File: src/rtl/rtc_irq_pkg.sv
package rtc_irq_pkg;

    localparam int NUM_SRC = 3;
    localparam int CTRL_W  = 8;

    // Source indices; they also give the bit positions in the flag byte.
    typedef enum logic [1:0] {
        SRC_UPD = 2'd0,
        SRC_TMR = 2'd1,
        SRC_ALM = 2'd2
    } src_e;

    // How a source's request is withdrawn.
    typedef enum logic {
        REL_TIMED    = 1'b0,
        REL_ON_CLEAR = 1'b1
    } release_e;

    // Control byte, most significant field first.
    typedef struct packed {
        logic [1:0] rsv_hi;
        logic       upd_en;
        logic       tmr_en;
        logic       alm_en;
        logic       rsv_mid;
        logic       halt;
        logic       cnt_rst;
    } ctrl_t;

    // Bits 5, 4, 3, 1 and 0 are writable.
    localparam logic [CTRL_W-1:0] CTRL_WR_MASK = 8'h3B;

    // Position of a source's enable bit in the control byte.
    function automatic int en_bit(input int src);
        case (src)
            0:       return 5;
            1:       return 4;
            default: return 3;
        endcase
    endfunction

    // Release behaviour for each source: only the alarm waits for a flag clear.
    function automatic release_e release_kind(input int src);
        return (src == int'(SRC_ALM)) ? REL_ON_CLEAR : REL_TIMED;
    endfunction

endpackage

File: src/rtl/rtc_irq_ctrl_reg.sv
module rtc_irq_ctrl_reg
    import rtc_irq_pkg::*;
(
    input  logic                clk,
    input  logic                rst,
    input  logic                we,
    input  logic [CTRL_W-1:0]   wdata,
    output ctrl_t               q,
    output logic [NUM_SRC-1:0]  en,
    output logic [NUM_SRC-1:0]  cancel
);

    ctrl_t q_r;

    always_ff @(posedge clk) begin
        if (rst)
            q_r <= '0;
        else if (we)
            q_r <= ctrl_t'(wdata & CTRL_WR_MASK);
    end

    assign q = q_r;

    for (genvar s = 0; s < NUM_SRC; s++) begin : g_en
        localparam int BIT = en_bit(s);
        assign en[s]     = q_r[BIT];
        assign cancel[s] = we && !wdata[BIT];
    end

endmodule

File: src/rtl/rtc_irq_flags.sv
module rtc_irq_flags
    import rtc_irq_pkg::*;
(
    input  logic                clk,
    input  logic                rst,
    input  logic [NUM_SRC-1:0]  evt,
    input  logic                we,
    input  logic [NUM_SRC-1:0]  wdata,
    output logic [NUM_SRC-1:0]  flags
);

    for (genvar s = 0; s < NUM_SRC; s++) begin : g_flag
        logic f_r;
        always_ff @(posedge clk) begin
            if (rst)
                f_r <= 1'b0;
            else if (evt[s])
                f_r <= 1'b1;          // an event beats a same-cycle clear
            else if (we && !wdata[s])
                f_r <= 1'b0;
        end
        assign flags[s] = f_r;
    end

endmodule

File: src/rtl/rtc_irq_timed_src.sv
module rtc_irq_timed_src #(
    parameter int TICK_LIMIT = 256
) (
    input  logic clk,
    input  logic rst,
    input  logic tick_en,
    input  logic evt,
    input  logic en,
    input  logic cancel,
    output logic req
);

    localparam int CNT_W = (TICK_LIMIT > 2) ? $clog2(TICK_LIMIT) : 1;
    localparam logic [CNT_W-1:0] LAST = CNT_W'(TICK_LIMIT - 1);

    logic             req_r;
    logic [CNT_W-1:0] cnt_r;

    always_ff @(posedge clk) begin
        if (rst) begin
            req_r <= 1'b0;
            cnt_r <= '0;
        end else if (cancel) begin
            req_r <= 1'b0;
        end else if (evt && en) begin
            req_r <= 1'b1;
            cnt_r <= '0;              // a new event restarts the window
        end else if (req_r && tick_en) begin
            if (cnt_r == LAST)
                req_r <= 1'b0;
            else
                cnt_r <= cnt_r + 1'b1;
        end
    end

    assign req = req_r;

endmodule

File: src/rtl/rtc_irq_held_src.sv
module rtc_irq_held_src (
    input  logic clk,
    input  logic rst,
    input  logic evt,
    input  logic en,
    input  logic cancel,
    input  logic flag_clr,
    output logic req
);

    logic req_r;

    always_ff @(posedge clk) begin
        if (rst)
            req_r <= 1'b0;
        else if (cancel)
            req_r <= 1'b0;
        else if (evt && en)
            req_r <= 1'b1;
        else if (flag_clr && !evt)
            req_r <= 1'b0;
    end

    assign req = req_r;

endmodule

File: src/rtl/rtc_irq_merge.sv
module rtc_irq_merge
    import rtc_irq_pkg::*;
#(
    parameter int TICK_LIMIT = 256
) (
    input  logic                clk,
    input  logic                rst,
    input  logic                tick_en,
    input  logic                evt_upd,
    input  logic                evt_tmr,
    input  logic                evt_alm,
    input  logic                ctrl_we,
    input  logic [CTRL_W-1:0]   ctrl_wdata,
    output logic [CTRL_W-1:0]   ctrl_rdata,
    input  logic                flag_we,
    input  logic [NUM_SRC-1:0]  flag_wdata,
    output logic [NUM_SRC-1:0]  flag_rdata,
    output logic                halt_o,
    output logic                cnt_rst_o,
    output logic                irq_n_data,
    output logic                irq_oe
);

    ctrl_t               ctrl_q;
    logic [NUM_SRC-1:0]  en;
    logic [NUM_SRC-1:0]  cancel;
    logic [NUM_SRC-1:0]  evt;
    logic [NUM_SRC-1:0]  src_req;

    assign evt = {evt_alm, evt_tmr, evt_upd};

    rtc_irq_ctrl_reg u_ctrl (
        .clk    (clk),
        .rst    (rst),
        .we     (ctrl_we),
        .wdata  (ctrl_wdata),
        .q      (ctrl_q),
        .en     (en),
        .cancel (cancel)
    );

    rtc_irq_flags u_flags (
        .clk    (clk),
        .rst    (rst),
        .evt    (evt),
        .we     (flag_we),
        .wdata  (flag_wdata),
        .flags  (flag_rdata)
    );

    for (genvar s = 0; s < NUM_SRC; s++) begin : g_src
        if (release_kind(s) == REL_TIMED) begin : g_timed
            rtc_irq_timed_src #(.TICK_LIMIT(TICK_LIMIT)) u_src (
                .clk     (clk),
                .rst     (rst),
                .tick_en (tick_en),
                .evt     (evt[s]),
                .en      (en[s]),
                .cancel  (cancel[s]),
                .req     (src_req[s])
            );
        end else begin : g_held
            rtc_irq_held_src u_src (
                .clk      (clk),
                .rst      (rst),
                .evt      (evt[s]),
                .en       (en[s]),
                .cancel   (cancel[s]),
                .flag_clr (flag_we && !flag_wdata[s]),
                .req      (src_req[s])
            );
        end
    end

    assign ctrl_rdata = ctrl_q;
    assign halt_o     = ctrl_q.halt;
    assign cnt_rst_o  = ctrl_q.cnt_rst;
    assign irq_n_data = 1'b0;
    assign irq_oe     = |src_req;

endmodule

File: config.mk
export PLATFORM = sky130hd
export DESIGN_NAME = rtc_irq_merge
export DESIGN_NICKNAME = d
export VERILOG_FILES = /design/src/rtl/rtc_irq_pkg.sv /design/src/rtl/rtc_irq_ctrl_reg.sv /design/src/rtl/rtc_irq_flags.sv /design/src/rtl/rtc_irq_timed_src.sv /design/src/rtl/rtc_irq_held_src.sv /design/src/rtl/rtc_irq_merge.sv
export SDC_FILE = /design/constraint.sdc
export NUM_CORES = 1
export LEC_CHECK = 0
export ABC_AREA = 1
export BUFFER_PORTS_ARGS = -buffer_cell sky130_fd_sc_hd__buf_2
export CORE_ASPECT_RATIO = 2
export CORE_MARGIN = 10
export CORE_UTILIZATION = 47
export DETAILED_ROUTE_END_ITERATION = 8
export PLACE_DENSITY = 0.71
export SLEW_MARGIN = 20
export SYNTH_ARGS = -nofsm -noshare
export SYNTH_HDL_FRONTEND = slang
export SYNTH_SLANG_ARGS = --single-unit
File: constraint.sdc
create_clock -name clk -period 1.35 [get_ports clk]
set_input_delay 0.135 -clock clk [delete_from_list [all_inputs] [get_ports clk]]
set_output_delay 0.135 -clock clk [all_outputs]
set_load 0.1 [all_outputs]
* Yosys cells after proc, flatten, opt, wreduce, memory -nomap -nowiden
Index checks and enable logic that the tools add are counted.
** Word-level totals
- Bits in registers :: 27
- Bits in latches :: 0
- Bits in writable memories :: 0
- Bits in read-only memories :: 0
- Input port bits :: 19
- Output and inout port bits :: 15
- Word-level logic and storage cells :: 76
- Memories :: 0
** Cells by class
- Add/subtract/negate cells :: 2
- Multiply operators :: 0
- Div/mod/pow operators :: 0
- $lt $le $gt $ge :: 0
- Equality and inequality tests :: 4
- Shift operators :: 0
- Multiplexer cells :: 20
- Bitwise gates (word level) :: 2
- Reductions and logical operators :: 35
** Operator list (number)
- $mux 8 :: 6
- $add 8x1->8 const B :: 2
- $eq 8x8->1 const B :: 2
- $reduce_bool 2->1 :: 8
- $mux 1 :: 14
- $logic_and 1x1->1 :: 12
- $logic_not 1->1 :: 7
- $reduce_and 3->1 :: 2
- $reduce_or 2->1 :: 3
- $ne 2x1->1 const B :: 2
- $reduce_and 2->1 :: 2
- $reduce_or 3->1 :: 1
- $not 1->1 :: 2

* Longest topological paths before layout
Gate-level depths: netlist of run 1.
- Word-level depth :: 5
- Mapped depth :: 9

* Hierarchy
Synthesis of run 1 repeated with hierarchy kept, for this count alone.
** Unflattened totals
- Cell total of the unflattened synthesis :: 249
- Area total of the unflattened synthesis :: 1654.1 um^2
** By module, submodules not included
- rtc_irq_timed_src :: instances 2, cells an instance 84, area each 561.8 um^2, seq. area each 180.2 um^2
- rtc_irq_ctrl_reg :: instances 1, cells an instance 42, area each 289.0 um^2, seq. area each 100.1 um^2
- rtc_irq_flags :: instances 1, cells an instance 21, area each 142.6 um^2, seq. area each 60.1 um^2
- rtc_irq_held_src :: instances 1, cells an instance 9, area each 53.8 um^2, seq. area each 20.0 um^2
- rtc_irq_merge :: instances 1, cells an instance 9, area each 45.0 um^2, seq. area each 0.0 um^2

* Least setup slack after synthesis of run 1
OpenSTA, ideal clock, no wires.
- Kind :: reg2out
- From :: reg u_ctrl.q_r (netlist bit u_ctrl.q[0])
- To :: out ctrl_rdata[0]
- Data arrival time :: 1.369 ns
- Setup slack :: -0.154 ns
- Cell stages (with the launch flop) :: 2
- Buffers on the path :: 1
- Cell sequence :: dfxtp_1 > buf_4
** RTL lines
- from (decl) :: RTL line rtc_irq_ctrl_reg.sv:13 : ctrl_t q_r;
- from (signal assigned) :: RTL line rtc_irq_ctrl_reg.sv:19 : q_r <= ctrl_t'(wdata & CTRL_WR_MASK);
- to (decl) :: RTL line rtc_irq_merge.sv:14 : output logic [CTRL_W-1:0] ctrl_rdata,
No word-level cell between the ends.

* Worst setup path after layout of run 1
- From :: reg g_src[1].g_timed.u_src.cnt_r[1]
- To :: reg g_src[1].g_timed.u_src.cnt_r[0]
** Between the ends
- Longest elaborated chain between the ends :: 3
** RTL lines
- from (decl) :: RTL line rtc_irq_timed_src.sv:17 : logic [CNT_W-1:0] cnt_r;
- from (signal assigned) :: RTL line rtc_irq_timed_src.sv:32 : cnt_r <= cnt_r + 1'b1;
- $eq 8x8->1 :: RTL line rtc_irq_timed_src.sv:29 : if (cnt_r == LAST)
- $ne 2x1->1 (no source line)
- $reduce_and 3->1 (no source line)
No other way between the ends.
A chain may end at the register's enable or synchronous reset.

==> results of run 1 <==
synth_stat cells, types with 2 or more instances:
master	count	area share
inv_1	29	0.071
buf_2	2	0.0065
ha_1	2	0.016
dfxtp_1	27	0.35
nand2_4	3	0.022
nor2_1	35	0.085
nand3_2	2	0.013
nand2_2	5	0.020
buf_4	12	0.058
nand3_1	14	0.045
nor2_2	4	0.016
nand2_1	42	0.10
o21ai_0	16	0.052
inv_2	6	0.015
nor3_1	3	0.0097
a21oi_1	16	0.052
nor2_4	2	0.015
o21ai_1	2	0.0065
what timing repair did:
item / CTS / global route
resized for setup: 0 / 15
buffers inserted: 0 / 2
endpoints found under the setup margin: 0 / 12
hold buffers: 0 / 0
hold endpoints to repair: 0 / 0
layout make-up:
class | instances | area share
multi-input cells | 156 | 0.453
flip-flops and latches | 27 | 0.308
repair buffers | 35 | 0.114
inverters | 36 | 0.0771
clock buffers | 3 | 0.0231
well taps | 31 | 0.0217
clock inverters | 1 | 0.00280
worst max-delay path by stage:
stage,startpoint,slack [ns],end
after floorplan,g_src[1].g_timed.u_src.cnt_r[0],0.12,g_src[1].g_timed.u_src.cnt_r[0]
after global placement,g_src[1].g_timed.u_src.cnt_r[0],0.08,g_src[1].g_timed.u_src.cnt_r[0]
after detailed placement,g_src[0].g_timed.u_src.cnt_r[1],0.06,g_src[0].g_timed.u_src.cnt_r[1]
after CTS,g_src[0].g_timed.u_src.cnt_r[1],0.04,g_src[0].g_timed.u_src.cnt_r[1]
after global routing,g_src[1].g_timed.u_src.cnt_r[1],-0.03,g_src[1].g_timed.u_src.cnt_r[6]
final,g_src[1].g_timed.u_src.cnt_r[1],0.09,g_src[1].g_timed.u_src.cnt_r[0]
metal layers:
metal  part of all wire  global-route usage  vias to the layer above
met5                  0                   0                        -
met4              0.023              0.0662                        0
met3              0.040              0.0227                        7
met2               0.58               0.230                       26
met1               0.36               0.116                      663
li1                   -                   -                      763
sequential cells by signal, summed over array words and instances, names as in the netlist:
register                   cells
u_flags.g_flag.f_r             3
g_src.g_timed.u_src.cnt_r     16
u_ctrl.q                       2
g_src.g_held.u_src.req         1
g_src.g_timed.u_src.req        2
u_ctrl.en                      3
power by group through the flow:
stage / registers, mW / logic (mW) / clock network, mW
floorplan: 0.905 / 0.353 / 0
global placement: 0.877 / 0.436 / 0
detailed placement: 0.878 / 0.440 / 0
CTS: 0.860 / 0.441 / 0.479
global route: 0.870 / 0.485 / 0.505
finish: 0.864 / 0.447 / 0.457
logic make-up (layout without fill, tap and decap cells):
logic type / count (synthesis) / count (layout) / share of synthesized area
and+or+nand+nor: 111 / 112 / 0.341
DFF: 27 / 27 / 0.350
buffers and inverters: 51 / 75 / 0.157
AOI/OAI and AO/OA: 38 / 38 / 0.133
adders and majority gates: 2 / 2 / 0.0162
other: 1 / 4 / 0.00243
stage by stage:
step / hold slack (ns) / instances
after floorplan: 0.197 / 233
after global placement: 0.365 / 282
after detailed placement: 0.369 / 282
after CTS: 0.0720 / 286
after global routing: 0.0788 / 289
final: 0.0755 / 289
critical path, stage by stage (launching register included):
cell and delay [ns]:
dfxtp_2 0.36, ha_4 0.16, nand3_4 0.08, nor2_4 0.17, nand2_4 0.12, nand2_8 0.11
inv_4 0.04, nor2_2 0.07, nor2_1 0.05
==> impl_metrics.yaml, run 1 <==
run:
  drv_cap: 0
global_route:
  antenna_found_initial: 0
  grt_pass1_wl_mm: 6.00
  track_usage: 0.123
  grt_overflow_total: 0
  grt_max_degree: 16
  grt_pass1_vias: 1438
placement:
  port_buffers: 26
  placed_area_sq_um: 1670
  post-place-ws_ns: 0.0640
  gp_congestion: 0.877
  hpwl_mm: 2.77
worst_hold_path:
  min_to: "g_src[1].g_timed.u_src.cnt_r[2]"
  hp-class: "in2reg"
  min_from: "rst"
  hold_depth: 2
worst_setup_path:
  critical_path_arrival_ns: 1.43
  start_kind: "flop"
  critPathMaxFanout: 5
  rr_worst_depth: 8
  cp_data_required_time_ns: 1.52
  reg2reg_to: "g_src[1].g_timed.u_src.cnt_r[0]"
  worstSetupPathType: "reg2reg"
  rrSetupSlack_ns: 0.09
  r2r_start: "g_src[1].g_timed.u_src.cnt_r[1]"
  cp-end-kind: "flop"
yosys:
  yosys_warnings: 0
  asyncSetResetFlopFracSynth: 0
  synth-seq-cells: 27
  seq_area_frac_synth: 0.350
  netlist_area_sq_um: 1540
  synth.distinct_cells: 26
  syn_inst: 230
  syn_avg_cell_area_sq_um: 6.71
  synth_edf_count: 0
  synthFlopType: "dfxtp_1"
route:
  final_antenna_net_count: 0
  num_vias: 1459
  wl_per_cell_microns: 12.1
  vias_per_cell: 5.05
  drtIter0Drc: 27
  wirelength_mm: 3.49
  drc_errors: 0
  drt-pass1-iter-count: 4
finish:
  fillers: 335
  fin_area_sq_um: 1790
  register_area_sq_um: 551
  final_util: 0.566
  multiInputGateArea_sq_um: 808
  syn2layout_area_growth_pct: 15.7
  nets: 280
  num_antenna_cells: 0
  drive_above_1_share: 0.298
  mostFrequentLayoutCells: "nand2_1, nor2_1, inv_1"
  mostFrequentLayoutCell: "nand2_1"
timing:
  post-route-period-util: 0.933
  hold_viol_final: 0
  fin_skew_ns: 0.00179
  setup_ws_ns: 0.0906
  fmax_ghz: 0.794
  slew_violations: 0
  setup_violations: 0
  rsz0062_at_grt: "yes"
  finalCriticalPeriod_ns: 1.26
  tns_ns: 0
power:
  ir_drop_uv: 632
  netSwitchingPower_mw: 0.627
  p_sw_frac: 0.355
  powerDensity_nw_per_um2: 991
  pwr-share-comb: 0.253
  p_int_mw: 1.14
  pwr-share-clk: 0.258
  power.total_mw: 1.77
  total_leakage_power_nw: 0.856
  pwr-share-seq: 0.489
cts:
  h-tree-depth: 1
  clockBufferDepth: 2
  clock_sinks: 27
  ctsRootBufferMaster: "clkbuf_8"
  cts_tree: "done"
  numCtsBuffers: 3
  path_clk_slew_ns: 0.09
  clock_latency_ns: 0.27
die:
  core_area_sq_um: 3160
  ios: 34
  dieArea_sq_um: 6110
  row_count: 29
  die_w_microns: 60.5
  die-height_microns: 101
  start_util: 0.489
status:
  status: "finished clean"
Power figures use the tool's default switching activity.
==> run 2: changes to the inputs <==
--- a/config.mk
+++ b/config.mk
@@ -5,11 +5,12 @@
 export SDC_FILE = /design/constraint.sdc
 export NUM_CORES = 1
 export LEC_CHECK = 0
-export ABC_AREA = 1
+export ABC_AREA = 0
 export BUFFER_PORTS_ARGS = -buffer_cell sky130_fd_sc_hd__buf_2
 export CORE_ASPECT_RATIO = 2
 export CORE_MARGIN = 10
 export CORE_UTILIZATION = 47
+export CTS_CLUSTER_SIZE = 8
 export DETAILED_ROUTE_END_ITERATION = 8
 export PLACE_DENSITY = 0.71
 export SLEW_MARGIN = 20
==> run 2 against run 1 <==
Net effect:
- the flow now finishes with violations (setup timing)
- die area down 0.89%
- register-to-register slack worse by 0.22 ns
- sequential share of layout area down 4.2 points
- worst setup slack worse by 0.22 ns
- clock skew up 0.0017 ns
==> impl_metrics.yaml, run 2 <==
yosys:
  yosys_warnings: 0
  synth-seq-cells: 27
  asyncSetResetFlopFracSynth: 0
  synth.most_common_cell: "dfxtp_1"
  synthFlopType: "dfxtp_1"
  synth_top_cell_by_area: "dfxtp_1"
  synth_area_leaders: "dfxtp_1, buf_4, mux2i_1"
  syn_inst: 177
  synth_compound_area_frac: 0.241
  syn_avg_cell_area_sq_um: 8.61
  synth_top_family_by_area: "simple AND/OR/NAND/NOR gates"
  synthAdderAreaFrac: 0.0164
  netlist_area_sq_um: 1520
  synth_edf_count: 0
  synth_top_cell_area_share: 0.355
  synth_xor_area_frac: 0
  synth-simple-area-share: 0.251
  yosys-mux-area-fraction: 0.0394
  synth.distinct_cells: 52
  yosys-top-cells-count: "dfxtp_1, nand2_1, nor2_1, buf_4, a21oi_1"
  seq_area_frac_synth: 0.355
power:
  powerDensity_nw_per_um2: 810
  ir_drop_uv: 800
  total_leakage_power_nw: 0.847
worst_setup_path:
  critical_path_arrival_ns: 1.67
  path_buf_inv: 0
  max_stage_delay_ns: 0.54
  critical-path-top-delay-family: "simple AND/OR/NAND/NOR gates"
  cp_data_required_time_ns: 1.55
  start_kind: "flop"
  critPathMaxFanout: 4
  cp-end-kind: "flop"
  cp_slowest_cell: "or4_4"
  crit_chain: "ha_4, nand2_4, nor3_4, or4_4, o32ai_2"
  worstSetupPathType: "reg2reg"
die:
  core_area_sq_um: 3160
  row_count: 29
  start_util: 0.483
  ios: 34
  die-height_microns: 101
  die_w_microns: 60.3
  dieArea_sq_um: 6060
route:
  final_antenna_net_count: 0
  num_vias: 1508
  drc_errors: 0
  vias_per_cell: 5.80
  wl_per_cell_microns: 17.1
  wirelength_mm: 4.45
  drt-pass1-iter-count: 4
  drtIter0Drc: 33
finish:
  fillers: 260
  largest_reg_flops: 16
  num_antenna_cells: 0
  top_register: "g_src.g_timed.u_src.cnt_r"
  mostFrequentLayoutCells: "buf_4, buf_2, nor2_1"
  drive_above_1_share: 0.493
  fin_area_sq_um: 2120
  syn2layout_area_growth_pct: 39.2
  mostFrequentLayoutCell: "buf_4"
  nets: 251
timing:
  fin_skew_ns: 0.00354
  hold_viol_final: 0
  hold_ws_ns: 0.0917
  finalCriticalPeriod_ns: 1.48
  post-route-period-util: 1.09
  setup_violations: 8
  slew_violations: 0
  fmax_ghz: 0.678
  setup_ws_ns: -0.126
  rsz0062_at_grt: "yes"
cts:
  path_clk_slew_ns: 0.10
  cts_hold_buf: 0
  ctsRootBufferMaster: "clkbuf_8"
  h-tree-depth: 1
  clock_sinks: 27
  clock_latency_ns: 0.28
  numCtsBuffers: 3
  clockBufferDepth: 2
  cts_tree: "done"
global_route:
  grt_pass1_wl_mm: 7.04
  grt_max_degree: 26
  grt_overflow_total: 0
  antenna_found_initial: 0
  track_usage: 0.148
  grt_pass1_vias: 1614
placement:
  hpwl_mm: 3.30
  port_buffers: 26
  placed_area_sq_um: 1870
  gp_congestion: 0.912
status:
  violations: "setup timing"
  status: "finished, violations left"
run:
  drv_cap: 0
worst_hold_path:
  hp-class: "in2reg"
-- run 2: cell types whose count changed after synthesis, sizes merged, moves of 7 or more --
cell and delta:
inv -30, nor2 -27, o21ai -13, a21oi -7, nand2 -35, nand3 -7
-- run 2: timing repair --
item,CTS,global route
pin swaps,8,11
setup endpoints to repair,12,16
resized for setup,17,22
buffers inserted,6,0
-- run 2: cell type report --
type,instances,area (sq um),area share
clock inverter,1,5.00,0.00236
sequential,27,564,0.266
tap,31,38.8,0.0183
inverter,6,22.5,0.0106
multi-input combinational,129,1020,0.482
clock buffer,3,41.3,0.0195
timing repair buffer,63,427,0.201
-- run 2: logic make-up (layout without fill, tap and decap cells) --
family,count (synthesis),in the layout
muxes,6,6
buffers and inverters,24,73
adders and majority gates,2,2
DFF,27,27
and+or+nand+nor,70,70
other,1,4
AOI/OAI and AO/OA,47,47
-- run 2: path summary, 6_finish.rpt --
kind	startpoint	end	slack, ns	cells after the start
worst max register to register	g_src[1].g_timed.u_src.cnt_r[1]	g_src[1].g_timed.u_src.cnt_r[2]	-0.13	5
worst min-delay path	ctrl_wdata[1]	u_ctrl.q[1]	0.09	3
worst max-delay path	g_src[1].g_timed.u_src.cnt_r[1]	g_src[1].g_timed.u_src.cnt_r[2]	-0.13	5
worst min register to register	u_ctrl.en[2]	g_src[2].g_held.u_src.req	0.50	2
-- run 2: per-stage QoR --
stage          power, mW   util  setup TNS (ns)  worst slack, ns  cells
2_1_floorplan       1.18      -         -0.0498          -0.0252    180
4_1_cts             1.71  0.640          -0.419           -0.116    260
3_5_place_dp        1.24  0.592          -0.571           -0.115    250
5_1_grt             1.79  0.672          -0.966           -0.183    260
6_report            1.72  0.672          -0.460           -0.126    260
3_3_place_gp        1.23  0.592          -0.156          -0.0447    250
-- run 2: where the power goes --
group	switching, mW	internal [mW]	total (mW)
logic	0.312	0.107	0.420
registers	0.0143	0.813	0.828
clock network	0.263	0.207	0.470
total	0.590	1.13	1.72
-- run 2: metal layers --
| layer | vias up | GRT usage | wire length, microns |
|---|---|---|---|
| met5 | - | 0 | 0 |
| met4 | 0 | 0.0903 | 157 |
| li1 | 737 | - | - |
| met3 | 15 | 0.0215 | 117 |
| met2 | 37 | 0.288 | 2720 |
| met1 | 719 | 0.128 | 1460 |
-- run 2: worst min-delay path: cells and delay by family --
family                 cells  cell delay [ns]
and+or+nand+nor            1             0.07
muxes                      1             0.05
buffers and inverters      1             0.08
